File: config.mk
export PLATFORM = sky130hd
export DESIGN_NAME = evt_stamp_capture
export DESIGN_NICKNAME = d
export VERILOG_FILES = /design/src/rtl/evt_stamp_pkg.sv /design/src/rtl/evt_sync_bank.sv /design/src/rtl/evt_edge_pick.sv /design/src/rtl/evt_stamp_hold.sv /design/src/rtl/evt_stamp_capture.sv
export SDC_FILE = /design/constraint.sdc
export NUM_CORES = 1
export LEC_CHECK = 0
export CORE_ASPECT_RATIO = 2
export CORE_UTILIZATION = 45
export DETAILED_ROUTE_END_ITERATION = 7
export PLACE_DENSITY = 0.85
export REMOVE_ABC_BUFFERS = 1
export SLEW_MARGIN = 20
export SYNTH_ARGS = -nofsm -noshare
export SYNTH_HDL_FRONTEND = slang
export SYNTH_HIERARCHICAL = 1
export SYNTH_SLANG_ARGS = --single-unit
File: constraint.sdc
create_clock -name clk -period 3.15 [get_ports clk]
set_clock_uncertainty 0.05 [all_clocks]
set_input_delay 0.63 -clock clk [delete_from_list [all_inputs] [get_ports clk]]
set_output_delay 0.63 -clock clk [all_outputs]
set_load 0.01 [all_outputs]
File: src/rtl/evt_stamp_pkg.sv
package evt_stamp_pkg;
   // configuration register field positions
   localparam int CFG_EN_BIT   = 0;
   localparam int CFG_EDGE_BIT = 1;
   localparam int CFG_SEL_LSB  = 2;

   typedef enum logic {
      EDGE_RISE = 1'b0,
      EDGE_FALL = 1'b1
   } edge_kind_e;
endpackage

File: src/rtl/evt_sync_bank.sv
module evt_sync_bank #(
   parameter int NUM_SRC     = 4,
   parameter int SYNC_STAGES = 2
) (
   input  logic               clk,
   input  logic               rst_n,
   input  logic [NUM_SRC-1:0] async_in,
   output logic [NUM_SRC-1:0] sync_out
);
   for (genvar g = 0; g < NUM_SRC; g++) begin : g_src
      logic [SYNC_STAGES-1:0] chain;
      always_ff @(posedge clk or negedge rst_n) begin
         if (!rst_n) chain <= '0;
         else        chain <= {chain[SYNC_STAGES-2:0], async_in[g]};
      end
      assign sync_out[g] = chain[SYNC_STAGES-1];
   end
endmodule

File: src/rtl/evt_edge_pick.sv
module evt_edge_pick
   import evt_stamp_pkg::*;
#(
   parameter int NUM_SRC = 4,
   parameter int SEL_W   = 6
) (
   input  logic               clk,
   input  logic               rst_n,
   input  logic [NUM_SRC-1:0] lvl_in,
   input  logic [SEL_W-1:0]   sel_cur,
   input  logic [SEL_W-1:0]   sel_nxt,
   input  edge_kind_e         edge_mode,
   input  logic               enable,
   input  logic               hold,
   output logic               cap
);
   logic lvl_cur, lvl_nxt, lvl_prev;

   always_comb begin
      lvl_cur = 1'b0;
      lvl_nxt = 1'b0;
      for (int i = 0; i < NUM_SRC; i++) begin
         if (sel_cur == SEL_W'(i)) lvl_cur = lvl_in[i];
         if (sel_nxt == SEL_W'(i)) lvl_nxt = lvl_in[i];
      end
   end

   // reference level follows the source that is selected after this edge
   always_ff @(posedge clk or negedge rst_n) begin
      if (!rst_n) lvl_prev <= 1'b0;
      else        lvl_prev <= lvl_nxt;
   end

   always_comb begin
      if (edge_mode == EDGE_FALL) cap = lvl_prev & ~lvl_cur;
      else                        cap = ~lvl_prev & lvl_cur;
      cap = cap & enable & ~hold;
   end
endmodule

File: src/rtl/evt_stamp_hold.sv
module evt_stamp_hold #(
   parameter int SEC_W = 32,
   parameter int NS_W  = 32
) (
   input  logic                  clk,
   input  logic                  rst_n,
   input  logic                  cap,
   input  logic                  rd,
   input  logic [SEC_W-1:0]      sec_in,
   input  logic [NS_W-1:0]       ns_in,
   output logic [SEC_W+NS_W-1:0] word,
   output logic                  valid
);
   always_ff @(posedge clk or negedge rst_n) begin
      if (!rst_n) begin
         word  <= '0;
         valid <= 1'b0;
      end else begin
         if (cap) word <= {sec_in, ns_in};
         if (cap)     valid <= 1'b1;
         else if (rd) valid <= 1'b0;
      end
   end
endmodule

File: src/rtl/evt_stamp_capture.sv
module evt_stamp_capture
   import evt_stamp_pkg::*;
#(
   parameter int NUM_SRC     = 4,
   parameter int SEL_W       = 6,
   parameter int SEC_W       = 32,
   parameter int NS_W        = 32,
   parameter int SYNC_STAGES = 2
) (
   input  logic                  clk,
   input  logic                  rst_n,
   input  logic [NUM_SRC-1:0]    evt_in,
   input  logic [SEC_W-1:0]      tod_sec,
   input  logic [NS_W-1:0]       tod_ns,
   input  logic                  cfg_we,
   input  logic [SEL_W+1:0]      cfg_wdata,
   input  logic                  ts_rd,
   output logic [SEC_W+NS_W-1:0] ts_word,
   output logic                  ts_valid
);
   localparam int CFG_W = SEL_W + 2;

   if (SYNC_STAGES < 2) begin : g_bad_sync
      $error("evt_stamp_capture: SYNC_STAGES must be at least 2");
   end
   if (NUM_SRC < 1 || NUM_SRC > (1 << SEL_W)) begin : g_bad_src
      $error("evt_stamp_capture: NUM_SRC out of range for SEL_W");
   end

   logic [CFG_W-1:0]   cfg_r;
   logic               cfg_en;
   edge_kind_e         cfg_edge;
   logic [SEL_W-1:0]   cfg_sel;
   logic [SEL_W-1:0]   sel_nxt;
   logic [NUM_SRC-1:0] evt_sync;
   logic               cap_pulse;

   always_ff @(posedge clk or negedge rst_n) begin
      if (!rst_n)      cfg_r <= '0;
      else if (cfg_we) cfg_r <= cfg_wdata;
   end

   assign cfg_en   = cfg_r[CFG_EN_BIT];
   assign cfg_edge = edge_kind_e'(cfg_r[CFG_EDGE_BIT]);
   assign cfg_sel  = cfg_r[CFG_SEL_LSB +: SEL_W];
   assign sel_nxt  = cfg_we ? cfg_wdata[CFG_SEL_LSB +: SEL_W] : cfg_sel;

   evt_sync_bank #(
      .NUM_SRC     (NUM_SRC),
      .SYNC_STAGES (SYNC_STAGES)
   ) u_sync (
      .clk      (clk),
      .rst_n    (rst_n),
      .async_in (evt_in),
      .sync_out (evt_sync)
   );

   evt_edge_pick #(
      .NUM_SRC (NUM_SRC),
      .SEL_W   (SEL_W)
   ) u_edge (
      .clk       (clk),
      .rst_n     (rst_n),
      .lvl_in    (evt_sync),
      .sel_cur   (cfg_sel),
      .sel_nxt   (sel_nxt),
      .edge_mode (cfg_edge),
      .enable    (cfg_en),
      .hold      (cfg_we),
      .cap       (cap_pulse)
   );

   evt_stamp_hold #(
      .SEC_W (SEC_W),
      .NS_W  (NS_W)
   ) u_hold (
      .clk    (clk),
      .rst_n  (rst_n),
      .cap    (cap_pulse),
      .rd     (ts_rd),
      .sec_in (tod_sec),
      .ns_in  (tod_ns),
      .word   (ts_word),
      .valid  (ts_valid)
   );
endmodule

Word level (Yosys, flattened, before mapping)
Cells that the tools add are included.

operators by class
  $add $sub $neg = 0
  $mul = 0
  divide/modulo/power cells = 0
  magnitude comparators = 0
  eq/ne operators = 6
  shift operators = 0
  mux-type cells = 12
  bitwise logic cells = 7
  reduce and logical (&&, ||, !) cells = 3

operators by type and width
  cell                                                             count
  6-bit by 2-bit == test with 1-bit output, second input constant  4
  6-bit by 1-bit == test with 1-bit output, second input constant  2
  6-bit zero test                                                  2
  1-bit 2-to-1 mux                                                 11
  6-bit 2-to-1 mux                                                 1
  1-bit bitwise AND                                                4
  1-bit NOT                                                        3
  2-bit nonzero test                                               1

storage, ports and cells
  flip-flop bits (word level) = 82
  latch bits = 0
  RAM bits = 0
  ROM bits = 0
  output and inout port bits = 65
  logic and storage cells = 36
  memories kept = 0

Depth between registers and ports, before layout
  word-level depth = 11
  mapped depth = 7

By module
Netlist, hierarchy kept.

by module, submodules not included
  module             instances  cells each  area an instance (µm²)  seq. area each (µm²)
  evt_stamp_hold     1          138         2615.0                  1626.6
  evt_stamp_capture  1          17          331.6                   200.2
  evt_sync_bank      1          12          230.2                   200.2
  evt_edge_pick      1          12          123.9                   25.0

Worst setup path before layout
OpenSTA, ideal clock, no wires.

  kind = register -> register
  start point = reg u_sync.g_src[3].chain[1]
  end point = reg u_hold.word[12]
  library setup time = 0.125 ns
  arrival time = 1.856 ns
  data required time = 2.975 ns
  setup slack = 1.119 ns
  cell stages (with the launch flop) = 8
  buffers on the path = 3
  period minus slack after synthesis = 2.031 ns
  cells stage by stage = dfrtp_1 > buf_4 > mux4_2 > a21o_1 > a21oi_2 > buf_6 > buf_6 > mux2_4

on the way
  word-level cells in the longest chain between the ends = 6

RTL lines
  what                                line                     RTL
  start, declared                     evt_sync_bank.sv:11      logic [SYNC_STAGES-1:0] chain;
  start signal, assigned              evt_sync_bank.sv:14      else chain <= {chain[SYNC_STAGES-2:0], async_in[g]};
  1-bit 2-to-1 mux (*)                evt_edge_pick.sv:23      if (sel_cur == SEL_W'(i)) lvl_cur = lvl_in[i];
  1-bit NOT                           evt_edge_pick.sv:35      if (edge_mode == EDGE_FALL) cap = lvl_prev & ~lvl_cur;
  1-bit bitwise AND                   evt_edge_pick.sv:35
  1-bit 2-to-1 mux (*)                evt_edge_pick.sv:35
  1-bit bitwise AND (*) (2 in a row)  evt_edge_pick.sv:37      cap = cap & enable & ~hold;
  named net cap_pulse                 evt_stamp_capture.sv:36  logic cap_pulse;
  end signal, assigned                evt_stamp_hold.sv:19     if (cap) word <= {sec_in, ns_in};
  end, declared                       evt_stamp_hold.sv:11     output logic [SEC_W+NS_W-1:0] word,

Mark *: on every way through the listed nets, which the timed path passes. The rest lies on a longest branch.
A chain may end at the register's enable or synchronous reset.

Worst setup path in the final report
  start point = in cfg_we
  end point = reg u_edge.lvl_prev

on the way
  word-level cells in the longest chain between the ends = 6

RTL lines
  what                           line                     RTL
  start, declared                evt_stamp_capture.sv:15  input logic cfg_we,
  6-bit 2-to-1 mux (*)           evt_stamp_capture.sv:46  assign sel_nxt = cfg_we ? cfg_wdata[CFG_SEL_LSB +: SEL_W] : cfg_sel;
  named net sel_nxt[0]           evt_stamp_capture.sv:34  logic [SEL_W-1:0] sel_nxt;
  6-bit zero test                evt_edge_pick.sv:24      if (sel_nxt == SEL_W'(i)) lvl_nxt = lvl_in[i];
  1-bit 2-to-1 mux (3 in a row)  evt_edge_pick.sv:24
  1-bit 2-to-1 mux (*)           evt_edge_pick.sv:24
  named net u_edge.lvl_nxt       evt_edge_pick.sv:17      logic lvl_cur, lvl_nxt, lvl_prev;
  end signal, assigned           evt_edge_pick.sv:31      else lvl_prev <= lvl_nxt;
  end, declared                  evt_edge_pick.sv:17

Marks and branches as above.

==> flow_metrics.py <==
metrics = {
    "routing": {
        "vias": 2013,
        "first_iter_violations": 80,
        "wl_per_cell_microns": 17.26,
        "viasPerCell": 4.793,
        "drc": 0,
        "dr.pass1.iters": 4,
        "routed_wl_microns": 7251,
        "ant_nets": 0,
    },
    "pwr": {
        "power.internal_mw": 2.630,
        "vdd_drop_max_mv": 0.4450,
        "p_clk_frac": 0.279,
        "total_power_mw": 3.467,
        "sw_frac_of_total": 0.2414,
        "seqPwrFrac": 0.412,
        "power.switching_mw": 0.8370,
        "p_leak_nw": 2.270,
        "comb_power_share": 0.309,
        "power_density_nw_per_um2": 682.3,
    },
    "sta": {
        "finalSetupTns_ns": 0,
        "worst_slew_pin_slew_ns": 0.7224,
        "worst_slack_ns": 0.8509,
        "period_share": 0.7299,
        "hold_viol": 0,
        "hold_slack_ns": 0.2954,
        "maxSlewViolCount": 0,
        "finalSetupViolations": 0,
        "min_period_ns": 2.299,
        "rsz0062_at_grt": "false",
        "clock.fmax_ghz": 0.4349,
        "slew_headroom": 0.5184,
    },
    "setup_path": {
        "r2r-start": "cfg_r[2]$_DFFE_PN0P_",
        "r2r_slack_ns": 0.99,
        "r2r_cells": 5,
        "crit_required_ns": 3.31,
        "cp_max_fo": 8,
        "end_kind": "register",
        "cp-start-kind": "input port",
        "path_class": "input port to register",
        "crit_arrival_ns": 2.46,
        "r2r_end": "u_hold/word[62]$_DFFE_PN0P_",
    },
    "clock_network": {
        "clock-sinks": 82,
        "ctsHtreeMaxLevel": 3,
        "tritoncts": "yes",
        "cts-resized-gates": 0,
        "cts-root-buf": "clkbuf_16",
        "postCtsHoldBufs": 0,
        "clockBufferDepth": 2,
        "cts-buffers-inserted": 9,
        "post_cts_buffers": 0,
        "clk_latency_ns": 0.32,
        "clkTransAtPathRegs_ns": 0.06,
    },
    "placed_design": {
        "post-place-ws_ns": 0.5198,
        "place_congestion": 0.7378,
        "hpwlAfterDp_microns": 5199,
        "portBuffers": 144,
        "dp.cells": 404,
        "post_dp_cell_area_sq_um": 4793,
    },
    "final_layout": {
        "utilization": 0.7265,
        "final_cells": 420,
        "final_area_sq_um": 5081,
        "drive_above_1_share": 0.2818,
        "final_nets": 405,
        "area_growth_syn_to_layout_pct": 53.94,
        "fill_cells": 477,
        "n_antenna_cell": 0,
    },
    "synthesis": {
        "synth_compound_area_frac": 0.007202,
        "yosysTopAreaCell": "dfrtp_1",
        "synth_xor_area_frac": 0,
        "synth_top_family_by_area": "multiplexers",
        "async_flop_share": 1.000,
        "yosysWarnings": 6,
        "yosys.area_share.simple": 0.01137,
        "ys_seq_area_frac": 0.6217,
        "yosysUniqueCellTypes": 16,
        "synthFlopType": "dfrtp_1",
        "synth_edf_count": 0,
        "synthMuxAreaShare": 0.3241,
        "yosysTopAreaCellShare": 0.6217,
        "synthCells": 179,
        "synth_seq_cells": 82,
        "synth_area_leaders": "dfrtp_1 62%, mux2_4 26%, mux2_2 5.1%",
        "synth_common_cells": "82 x dfrtp_1, 57 x mux2_4, 15 x mux2_2",
        "syn-cell-area_sq_um": 3301,
        "yosysMostFrequentCell": "dfrtp_1",
        "postSynthAreaPerCell_sq_um": 18.44,
        "synthAdderAreaFrac": 0,
    },
    "floorplan": {
        "die_x_microns": 62.56,
        "chipHeight_microns": 123.1,
        "start_util": 0.4719,
        "dieArea_sq_um": 7702,
        "io_pins": 145,
        "rows": 43,
        "core_area_sq_um": 6994,
    },
    "global_routing": {
        "grt_max_degree": 83,
        "grt_pass1_vias": 2312,
        "track_usage": 0.1999,
        "grt-ovfl-total": 0,
        "grt_pass1_wl_microns": 11360,
        "antenna_found_initial": 0,
    },
    "job": {
        "maxCapViolations": 0,
    },
    "hold_path": {
        "hold_class": "input port to asynchronous set/reset pin",
    },
    "outcome": {
        "outcome": "completed",
    },
}
==> power by group through the flow <==
stage / Clock (mW) / Combinational, mW / Sequential (mW)
after floorplan: 0 / 0.327 / 1.54
after global placement: 0 / 1.06 / 1.43
after detailed placement: 0 / 1.08 / 1.44
after CTS: 0.999 / 1.08 / 1.43
after global routing: 1.04 / 1.12 / 1.46
final: 0.966 / 1.07 / 1.43
==> cell type report <==
type | count | area (sq um) | area share
clock buffers | 14 | 274.0 | 0.05393
clock inverters | 2 | 10.01 | 0.001970
inverters | 1 | 3.754 | 0.0007387
multi-input cells | 84 | 1139 | 0.2241
flip-flops and latches | 82 | 2052 | 0.4038
well taps | 90 | 112.6 | 0.02216
repair buffers | 147 | 1490 | 0.2933
==> metal layers <==
| metal | global-route usage | vias to the layer above | routed length, microns |
|---|---|---|---|
| li1 | - | 911 | - |
| met1 | 0.2147 | 1005 | 2554 |
| met2 | 0.3505 | 78 | 4143 |
| met3 | 0.04982 | 19 | 287 |
| met4 | 0.1206 | 0 | 265 |
| met5 | 0 | - | 0 |
==> cell families (layout without fill, tap and decap cells) <==
group	Yosys count	in the layout
buffers and inverters	13	164
multiplexers	74	74
AO/OA/AOI/OAI	3	3
AND/OR/NAND/NOR	7	7
flip-flops	82	82
==> cells in the final DEF (no fill, tap or decap), drive strengths merged <==
cell	n
nand2	1
nor4	2
clkdlybuf4s50	143
mux4	2
clkbuf	14
inv	1
buf	4
nand3	1
nor2	1
nand2b	1
mux2	72
a21oi	1
clkinv	2
and2	1
dfrtp	82
a21o	2
==> registers in the layout, indices dropped and copies added, names as in the netlist <==
register,flops
u_hold/valid,1
u_edge/lvl_prev,1
u_sync/g_src.chain,8
u_hold/word,64
cfg_r,8
==> worst max path at each step <==
stage / start / end / slack, ns / cells after the start
floorplan: cfg_r[2]$_DFFE_PN0P_ / u_hold/word[0]$_DFFE_PN0P_ / -1.21 / 4
global placement: cfg_we / u_edge/lvl_prev$_DFF_PN0_ / 0.55 / 5
detailed placement: cfg_we / u_edge/lvl_prev$_DFF_PN0_ / 0.52 / 5
CTS: cfg_we / u_edge/lvl_prev$_DFF_PN0_ / 0.87 / 5
global route: cfg_we / u_hold/word[7]$_DFFE_PN0P_ / 0.82 / 5
finish: cfg_we / u_edge/lvl_prev$_DFF_PN0_ / 0.85 / 5
==> critical path, cell delays in order <==
cell and delay [ns]:
clkdlybuf4s50_1 0.75, buf_4 0.21, mux2_4 0.31, mux4_2 0.40, and2_1 0.15
Power figures use the tool's default switching activity.
